File: src/rtl/bf_pkg.sv
package bf_pkg;

  typedef enum logic [1:0] {
    EOPS_NONE  = 2'b00,
    EOPS_ABORT = 2'b01,
    EOPS_TWO   = 2'b10,
    EOPS_ONE   = 2'b11
  } eop_status_t;

  typedef enum logic [2:0] {
    ST_HEAD,
    ST_DATA,
    ST_PAUSE,
    ST_EOP,
    ST_PAD
  } fr_state_t;

  // Fold a 16-bit XOR sum into a 4-bit parity nibble.
  function automatic logic [3:0] nib_fold(input logic [15:0] x);
    return x[15:12] ^ x[11:8] ^ x[7:4] ^ x[3:0];
  endfunction

endpackage

File: src/rtl/bf_rst_sync.sv
module bf_rst_sync #(
  parameter int STAGES = 2
) (
  input  logic clk,
  input  logic rst_n,
  output logic rst_sync_n
);
  logic [STAGES-1:0] sh_q;

  always_ff @(posedge clk or negedge rst_n) begin
    if (!rst_n) sh_q <= '0;
    else        sh_q <= {sh_q[STAGES-2:0], 1'b1};
  end

  assign rst_sync_n = sh_q[STAGES-1];
endmodule

File: src/rtl/bf_sop_gap.sv
module bf_sop_gap #(
  parameter int SOP_GAP = 8,
  parameter int GW      = $clog2(SOP_GAP)
) (
  input  logic clk,
  input  logic rst_n,
  input  logic beat,
  input  logic sop_beat,
  output logic gap_ok
);
  localparam logic [GW-1:0] SAT = GW'(SOP_GAP - 1);

  logic [GW-1:0] cnt_q, cnt_d;

  always_comb begin
    cnt_d = cnt_q;
    if (sop_beat)                cnt_d = '0;
    else if (beat && cnt_q != SAT) cnt_d = cnt_q + 1'b1;
  end

  always_ff @(posedge clk or negedge rst_n) begin
    if (!rst_n) cnt_q <= SAT;
    else        cnt_q <= cnt_d;
  end

  assign gap_ok = (cnt_q == SAT);

  // a start word is only issued once the spacing window has elapsed
  p_sop_spacing_r3: assert property (@(posedge clk) disable iff (!rst_n)
    sop_beat |-> gap_ok);
  // after a start word the window is closed on the next cycle
  p_gap_closed_r3: assert property (@(posedge clk) disable iff (!rst_n)
    sop_beat |=> !gap_ok);
endmodule

File: src/rtl/bf_pad_track.sv
module bf_pad_track #(
  parameter int LITE_WORDS = 8,
  parameter int PW         = $clog2(LITE_WORDS)
) (
  input  logic          clk,
  input  logic          rst_n,
  input  logic          data_beat,
  input  logic          sop_beat,
  input  logic          mode_full,
  output logic [PW-1:0] pad_req
);
  logic [PW-1:0] wcnt_q, wcnt_d;
  logic [PW-1:0] lite_pad, full_pad;

  always_comb begin
    wcnt_d = wcnt_q;
    if (sop_beat)       wcnt_d = '0;
    else if (data_beat) wcnt_d = wcnt_q + 1'b1;
  end

  always_ff @(posedge clk or negedge rst_n) begin
    if (!rst_n) wcnt_q <= '0;
    else        wcnt_q <= wcnt_d;
  end

  // Words missing to the next lite boundary (power-of-two group).
  assign lite_pad = PW'(0) - wcnt_q;

  generate
    if (PW > 1) begin : g_full_wide
      assign full_pad = {{(PW-1){1'b0}}, wcnt_q[0]};
    end else begin : g_full_narrow
      assign full_pad = wcnt_q[0];
    end
  endgenerate

  assign pad_req = mode_full ? full_pad : lite_pad;

  // full-mode padding never exceeds one word
  p_full_pad_r5: assert property (@(posedge clk) disable iff (!rst_n)
    mode_full |-> (pad_req <= PW'(1)));
endmodule

File: src/rtl/bf_dip_gen.sv
module bf_dip_gen (
  input  logic        clk,
  input  logic        rst_n,
  input  logic        beat,
  input  logic        is_ctl,
  input  logic [15:0] data_word,
  input  logic [11:0] ctl_body,
  output logic [3:0]  dip
);
  import bf_pkg::*;

  logic [15:0] acc_q, acc_d;

  always_comb begin
    acc_d = acc_q;
    if (beat) acc_d = is_ctl ? 16'h0000 : (acc_q ^ data_word);
  end

  always_ff @(posedge clk or negedge rst_n) begin
    if (!rst_n) acc_q <= '0;
    else        acc_q <= acc_d;
  end

  assign dip = nib_fold(acc_q ^ {ctl_body, 4'hF});

  // the running sum is empty right after any control word
  p_acc_clear_r7: assert property (@(posedge clk) disable iff (!rst_n)
    (beat && is_ctl) |=> (acc_q == 16'h0000));
endmodule

File: src/rtl/burst_framer.sv
module burst_framer #(
  parameter int LITE_BYTES = 16,
  parameter int SOP_GAP    = 8
) (
  input  logic        clk,
  input  logic        rst_n,
  input  logic        mode_full,
  input  logic        in_valid,
  output logic        in_ready,
  input  logic [15:0] in_data,
  input  logic        in_last,
  input  logic        in_odd,
  input  logic [7:0]  in_chan,
  output logic        out_valid,
  input  logic        out_ready,
  output logic [15:0] out_word,
  output logic        out_ctl
);
  import bf_pkg::*;

  localparam int LITE_WORDS = LITE_BYTES / 2;
  localparam int PW         = $clog2(LITE_WORDS);

  logic run_n;
  logic beat, gap_ok, sop_ok;
  logic [PW-1:0] pad_req;
  logic [3:0]    dip;

  fr_state_t   st_q, st_d;
  logic [PW-1:0] pad_q, pad_d;
  logic        odd_q, odd_d;
  logic [7:0]  chan_q, chan_d;

  logic        c_ctl, c_sop, c_take;
  eop_status_t c_eops;
  logic [7:0]  c_addr;
  logic [11:0] ctl_body;

  bf_rst_sync #(.STAGES(2)) u_rst (
    .clk(clk), .rst_n(rst_n), .rst_sync_n(run_n));

  assign out_valid = run_n;
  assign beat      = out_valid & out_ready;
  assign sop_ok    = in_valid & gap_ok;

  // Next-state and output decode
  always_comb begin
    st_d   = st_q;
    pad_d  = pad_q;
    odd_d  = odd_q;
    chan_d = chan_q;
    c_ctl  = 1'b1;
    c_eops = EOPS_NONE;
    c_sop  = 1'b0;
    c_addr = '0;
    c_take = 1'b0;
    unique case (st_q)
      ST_HEAD: begin
        if (sop_ok) begin
          c_sop = 1'b1; c_addr = in_chan; chan_d = in_chan; st_d = ST_DATA;
        end
      end
      ST_DATA: begin
        if (in_valid) begin
          c_ctl  = 1'b0;
          c_take = 1'b1;
          if (in_last) begin
            st_d  = ST_EOP;
            odd_d = in_odd;
          end
        end else begin
          st_d = ST_PAUSE;
        end
      end
      ST_PAUSE: begin
        if (in_valid) begin
          c_addr = chan_q;
          st_d   = ST_DATA;
        end
      end
      ST_EOP: begin
        c_eops = odd_q ? EOPS_ONE : EOPS_TWO;
        if (mode_full && pad_req == '0 && sop_ok) begin
          c_sop = 1'b1; c_addr = in_chan; chan_d = in_chan; st_d = ST_DATA;
        end else if (pad_req != '0) begin
          st_d  = ST_PAD;
          pad_d = pad_req;
        end else begin
          st_d = ST_HEAD;
        end
      end
      ST_PAD: begin
        if (mode_full && sop_ok) begin
          c_sop = 1'b1; c_addr = in_chan; chan_d = in_chan;
          pad_d = '0;   st_d   = ST_DATA;
        end else begin
          pad_d = pad_q - 1'b1;
          if (pad_q == PW'(1)) st_d = ST_HEAD;
        end
      end
      default: st_d = ST_HEAD;
    endcase
  end

  // State registers, advanced only on an accepted output word
  always_ff @(posedge clk or negedge run_n) begin
    if (!run_n) begin
      st_q   <= ST_HEAD;
      pad_q  <= '0;
      odd_q  <= 1'b0;
      chan_q <= '0;
    end else if (beat) begin
      st_q   <= st_d;
      pad_q  <= pad_d;
      odd_q  <= odd_d;
      chan_q <= chan_d;
    end
  end

  bf_sop_gap #(.SOP_GAP(SOP_GAP)) u_gap (
    .clk(clk), .rst_n(run_n), .beat(beat),
    .sop_beat(beat & c_sop), .gap_ok(gap_ok));

  bf_pad_track #(.LITE_WORDS(LITE_WORDS)) u_pad (
    .clk(clk), .rst_n(run_n), .data_beat(beat & ~c_ctl),
    .sop_beat(beat & c_sop), .mode_full(mode_full), .pad_req(pad_req));

  assign ctl_body = {1'b1, c_eops, c_sop, c_addr};

  bf_dip_gen u_dip (
    .clk(clk), .rst_n(run_n), .beat(beat), .is_ctl(c_ctl),
    .data_word(in_data), .ctl_body(ctl_body), .dip(dip));

  assign out_ctl  = c_ctl;
  assign out_word = c_ctl ? {ctl_body, dip} : in_data;
  assign in_ready = beat & c_take;

  // an input beat is only taken together with a payload word
  p_take_r1: assert property (@(posedge clk) disable iff (!run_n)
    in_ready |-> (out_valid && !out_ctl && in_valid));
  // no input is taken while downstream stalls
  p_ready_r10: assert property (@(posedge clk) disable iff (!run_n)
    !out_ready |-> !in_ready);
  // framing state holds across a stalled cycle
  p_hold_r10: assert property (@(posedge clk) disable iff (!run_n)
    (out_valid && !out_ready) |=> ($stable(st_q) && $stable(pad_q)));
  // a padding state always owes at least one word
  p_pad_nz_r4: assert property (@(posedge clk) disable iff (!run_n)
    (st_q == ST_PAD) |-> (pad_q != '0));
  // no valid output while reset is asserted
  always_comb begin
    if (!rst_n) p_rst_quiet_r11: assert (!out_valid);
  end
endmodule

File: config.mk
export PLATFORM = sky130hd
export DESIGN_NAME = burst_framer
export DESIGN_NICKNAME = d
export VERILOG_FILES = /design/src/rtl/bf_pkg.sv /design/src/rtl/bf_rst_sync.sv /design/src/rtl/bf_sop_gap.sv /design/src/rtl/bf_pad_track.sv /design/src/rtl/bf_dip_gen.sv /design/src/rtl/burst_framer.sv
export SDC_FILE = /design/constraint.sdc
export NUM_CORES = 1
export LEC_CHECK = 0
export ABC_CLOCK_PERIOD_IN_PS = 2100
export BUFFER_PORTS_ARGS = -buffer_cell sky130_fd_sc_hd__buf_2
export CAP_MARGIN = 40
export CORE_ASPECT_RATIO = 0.9
export CORE_MARGIN = 2
export CORE_UTILIZATION = 40
export CTS_BUF_LIST = sky130_fd_sc_hd__clkbuf_2 sky130_fd_sc_hd__clkbuf_4 sky130_fd_sc_hd__clkbuf_8
export CTS_CLUSTER_SIZE = 10
export DETAILED_ROUTE_END_ITERATION = 12
export PLACE_DENSITY = 0.61
export SLEW_MARGIN = 20
export SYNTH_ARGS = -nofsm -noshare
export SYNTH_HDL_FRONTEND = slang
export SYNTH_SLANG_ARGS = --single-unit
File: constraint.sdc
create_clock -name clk -period 2.1 [get_ports clk]
set_clock_uncertainty 0.2 [all_clocks]
set_input_delay 0.105 -clock clk [delete_from_list [all_inputs] [get_ports clk]]
set_output_delay 0.105 -clock clk [all_outputs]
set_load 0.1 [all_outputs]
* Word-level counts from Yosys, hierarchy flattened
Cells that the tools add are included.
Operators by class: equality and inequality tests 15, $add $sub $neg 4, mux-type cells 39, reduce and logical (&&, ||, !) cells 15, bitwise gates (word level) 11
Operator list (number):
- $mux W8 | 7
- $mux W3 | 16
- $mux W16 | 2
- $pmux W8 S4 | 1
- $xor A16 B16 Y16 | 2
- $pmux W8 S3 | 1
- $pmux W3 S5 | 1
- $ne A2 B2 Y1 const B | 6
- $xor A4 B4 Y4 | 3
- $reduce_and A5 Y1 | 2
- $ne A3 B3 Y1 const B | 3
- $mux W1 | 8
- $reduce_and A4 Y1 | 2
- $add A3 B1 Y3 const B | 2
- $eq A3 B1 Y1 const B | 2
- $eq A3 B2 Y1 const B | 2
- $eq A3 B3 Y1 const B | 2
- $logic_not A3 Y1 | 2
- $pmux W3 S2 | 1
- $reduce_bool A2 Y1 | 3
- $reduce_bool A3 Y1 | 2
- $and A1 B1 Y1 | 5
- $logic_and A1 B1 Y1 | 4
- $pmux W1 S3 | 1
- other kinds (4) | 4
Word-level totals: register bits 39, word-level logic and storage cells 92, bits of input ports 31, output and inout port bits 19

* Depth between registers and ports, before layout
depth in word-level cells 12, gate-level depth with buffers 9, depth with buffers taken out 8

* By module
A second synthesis with hierarchy kept.
Unflattened totals: cells, all modules 240, area, all modules 2658.8 um2
Modules (own cells, without submodules):
- burst_framer | cells an instance 113, times used 1, seq. area each 375.4 um2, area each 1187.4 um2
- bf_dip_gen | cells an instance 91, times used 1, seq. area each 400.4 um2, area each 1043.5 um2
- bf_sop_gap | cells an instance 15, times used 1, seq. area each 78.8 um2, area each 187.7 um2
- bf_pad_track | cells an instance 18, times used 1, seq. area each 75.1 um2, area each 186.4 um2
- bf_rst_sync | cells an instance 3, times used 1, seq. area each 50.0 um2, area each 53.8 um2

* Worst setup path after synthesis
OpenSTA, ideal clock, no wires.
kind flip-flop to output port, start register u_gap.cnt_q[0], end output out_word[0], data required time 1.795 ns, path buffers 1, arrival time 3.441 ns, stages on the path, launching flop included 10, slack -1.646 ns, path through dfstp_2 > ha_1 > ha_1 > nand4b_1 > o22ai_2 > a21o_1 > buf_6 > a22o_4 > xnor3_1 > a21oi_1
Between the ends: cells in the longest elaborated chain, start to end 10, elaborated cells between the ends (all ways) 17, classes of those cells eq/ne: 1; mux: 9; bitwise: 5; reduce/logical: 2
RTL lines:
- start, declared | line bf_sop_gap.sv:13 | logic [GW-1:0] cnt_q, cnt_d;
- start signal, assigned | line bf_sop_gap.sv:23 | else cnt_q <= cnt_d;
- $eq A3 B3 Y1 * | line bf_sop_gap.sv:26 | assign gap_ok = (cnt_q == SAT);
- $and A1 B1 Y1 * | line burst_framer.sv:44 | assign sop_ok = in_valid & gap_ok;
- $logic_and A1 B1 Y1, on equally long branches | line burst_framer.sv:93, burst_framer.sv:83
- $mux W8, or another cell as far along | line burst_framer.sv:93 | if (mode_full && sop_ok) begin
- $pmux W8 S4 or $pmux W1 S3 (tied branches) | line burst_framer.sv:57 | unique case (st_q)
- $xor A16 B16 Y16 * | line bf_dip_gen.sv:24 | assign dip = nib_fold(acc_q ^ {ctl_body, 4'hF});
- $xor A4 B4 Y4 | line bf_pkg.sv:20 | return x[15:12] ^ x[11:8] ^ x[7:4] ^ x[3:0];
- $xor A4 B4 Y4 * (2 in series) | line bf_pkg.sv:20
- $mux W16 * | line burst_framer.sv:135 | assign out_word = c_ctl ? {ctl_body, dip} : in_data;
- end, declared | line burst_framer.sv:16 | output logic [15:0] out_word,
Every way passes the cells marked *; elsewhere a longest branch is shown, timed or not.

* Worst setup path after layout
start register u_gap.cnt_q[1], end output out_word[0]
Same word-level chain as after synthesis.

==> results.sh <==
export IMPL_n_antenna_cell=0
export IMPL_regArea_sq_um=983.4
export IMPL_violations="negative setup slack"
export IMPL_syn_avg_cell_area_sq_um=8.712
export IMPL_cp_max_fo=5
export IMPL_grt_ovfl_total=0
export IMPL_die_y_um=77.02
export IMPL_port_buffer_count=49
export IMPL_syn_num_nets=309
export IMPL_tightest_slew_ns=0.5178
export IMPL_htreeDepth=2
export IMPL_multi_input_area_sq_um=1546
export IMPL_crit_buf_inv=2
export IMPL_worst_ep_required_time_ns=1.79
export IMPL_yosys_warnings=0
export IMPL_r2r_start="u_gap.cnt_q[1]"
export IMPL_gp_congestion=0.8797
export IMPL_drc=0
export IMPL_cts_made_buffers=5
export IMPL_wl_per_cell_um=14.75
export IMPL_crit_arrival_ns=2.63
export IMPL_tns_ns=-13.07
export IMPL_boundaryPins=50
export IMPL_synthArstFlopShare=1.000
export IMPL_cp_depth=10
export IMPL_vdd_ir_drop_max_v=0.002227
export IMPL_outcome="finished with violations"
export IMPL_fp_dieW_um=85.14
export IMPL_max_freq_mhz=340.4
export IMPL_vias=2391
export IMPL_min_period_ns=2.938
export IMPL_drive_gt1_frac=0.3955
export IMPL_path_delay_family="flip-flops"
export IMPL_r2r_slack_ns=-0.36
export IMPL_r2r_cells=11
export IMPL_layout_commonest_cell="nand2_1"
export IMPL_clkTransAtPathRegs_ns=0.08
export IMPL_die_area_sq_um=6557
export IMPL_cts_root_buffer="clkbuf_8"
export IMPL_hold_class="in -> reg"
export IMPL_cp_cell_sequence="ha_4 -> ha_4 -> nand4b_1 -> o22ai_2 -> a21o_1 -> buf_6 -> xnor2_2 -> xnor3_1 -> a21oi_4 -> buf_12"
export IMPL_synth_area_sq_um=2370
export IMPL_crit_slowest_cell="dfstp_2"
export IMPL_slowest_delay_ns=0.56
export IMPL_whs_endpoint="pad_q[1]"
export IMPL_clkLatencyLatePin_ns=0.29
export IMPL_yosysTopAreaCellShare=0.3801
export IMPL_drt_pass1_iter_count=4
export IMPL_endpoint_kind="output pin"
export IMPL_synth_top_cells_by_area="dfrtp_1, nand2_1, o21ai_0, xnor2_1, nor2_1"
export IMPL_power_density_nw_per_um2=1604
export IMPL_drv_cap=0
export IMPL_relSlewSlack=0.6548
export IMPL_grt_pass1_vias=2436
export IMPL_rsz0062_at_grt="yes"
export IMPL_synth_seq_cells=39
export IMPL_fin_area_sq_um=3966
export IMPL_r2r_end="u_pad.wcnt_q[0]"
export IMPL_place_area_sq_um=3396
export IMPL_yosysTopAreaCell="dfrtp_1"
export IMPL_final_cell_mix="nand2_1, buf_4, dfrtp_1"
export IMPL_critPathKind="reg -> out"
export IMPL_holdWs_ns=0.09554
export IMPL_synth_cell_types=45
export IMPL_vias_per_cell=5.120
export IMPL_finalSetupViolCount=38
export IMPL_cts_path_max_buffers=2
export IMPL_seq_area_frac_synth=0.4134
export IMPL_start_util=0.4163
export IMPL_synth_cells=272
export IMPL_grt_use_total=0.2147
export IMPL_core_area_sq_um=5693
export IMPL_nFillCells=414
export IMPL_drv_slew=0
export IMPL_cellLeakagePower_nw=1.852
export IMPL_holdPathStages=4
export IMPL_fin_ws_ns=-0.8378
export IMPL_antenna_found_initial=0
export IMPL_path_common_cell="ha_4"
export IMPL_synth_edf_count=0
export IMPL_hold_start="mode_full"
export IMPL_fin_crit_sh=1.399
export IMPL_clock_sink_count=39
export IMPL_area_growth_pct=67.37
export IMPL_hold_viol_final=0
export IMPL_pre_cts_slack_ns=-0.5105
export IMPL_synth_ff_type="dfrtp_1"
export IMPL_crit_path_start_kind="flip-flop"
export IMPL_cts_tree="done"
export IMPL_row_count=26
export IMPL_routed_wl_um=6888
export IMPL_postRouteAntennaNets=0
export IMPL_grt_max_degree=39
export IMPL_grt_pass1_wl_um=11310
export IMPL_drt_iter0_drc=79
export IMPL_final_nets=433
export IMPL_dp_hpwl_um=4797
how the worst max path moves through the flow:
| stage | startpoint | end | slack (ns) |
|---|---|---|---|
| after global routing | u_gap.cnt_q[1] | out_word[0] | -0.94 |
| after floorplan | u_gap.cnt_q[0] | out_word[0] | -0.70 |
| after CTS | u_gap.cnt_q[1] | out_word[0] | -0.82 |
| after detailed placement | u_gap.cnt_q[1] | out_word[0] | -0.51 |
| after global placement | u_gap.cnt_q[1] | out_word[0] | -0.48 |
| final | u_gap.cnt_q[1] | out_word[0] | -0.84 |
tightest hold or removal path, stage by stage:
cell	delay, ns
buf_2	0.12
buf_4	0.12
o32a_1	0.14
a21oi_1	0.07
sequential cells by signal, indices dropped and copies added, names as in the netlist:
signal,count
pad_q,3
u_dip.acc_q,16
odd_q,1
u_pad.wcnt_q,3
chan_q,8
st_q,3
u_rst.sh_q,2
u_gap.cnt_q,3
Yosys cell counts, types with 3 or more instances:
master	instances
a21o_1	6
a21oi_1	21
a22o_1	3
a22o_4	3
buf_2	6
clkbuf_1	6
dfrtp_1	36
dfstp_2	3
ha_1	6
inv_1	10
nand2_1	53
nor2_1	31
nor3b_1	3
o21ai_0	29
xnor2_1	16
xnor3_1	3
xor2_1	4
report_power, final:
| part | switching (W) | total, W | internal [W] |
|---|---|---|---|
| Clock | 0.000264 | 0.000539 | 0.000275 |
| Sequential | 0.000213 | 0.00124 | 0.00103 |
| Combinational | 0.00260 | 0.00458 | 0.00198 |
stage by stage:
step           cells  utilization  total power, W
2_1_floorplan    272            -        0.004098
3_3_place_gp     425       0.5965        0.005422
3_5_place_dp     425       0.5965        0.005496
4_1_cts          464       0.6853        0.006293
5_1_grt          467       0.6967        0.006706
6_report         467       0.6967        0.006362
cells by family after synthesis:
| group | Yosys count | share of synthesized area |
|---|---|---|
| AOI/OAI and AO/OA | 79 | 0.2175 |
| xor gates and xnor gates | 23 | 0.1024 |
| adders and majority gates | 6 | 0.03168 |
| buffers and inverters | 23 | 0.04277 |
| DFF | 39 | 0.4134 |
| muxes | 2 | 0.009503 |
| other | 1 | 0.001582 |
| and+or+nand+nor | 99 | 0.1811 |
what timing repair did:
action,4_1_cts,5_1_grt
hold buffers,29,0
endpoints found under the hold margin,27,0
endpoints found under the setup margin,46,52
pin swaps,8,9
resized for setup,21,12
setup buffers,3,4
final cells by class:
class                           count  area share
Multi-Input combinational cell    210      0.3899
Timing Repair Buffer              130      0.3060
Sequential cell                    39      0.2479
Clock buffer                        8     0.02303
Tap cell                           70     0.02208
Inverter                           10     0.01104
layer usage:
metal  GRT usage  up-vias  wire length, um
met3     0.03767        9              214
met4     0.07143        0               91
li1            -     1175                -
met5           0        -                0
met1      0.2744     1162             3126
met2      0.3656       45             3456
No activity file was read; power rests on OpenSTA's default activity.
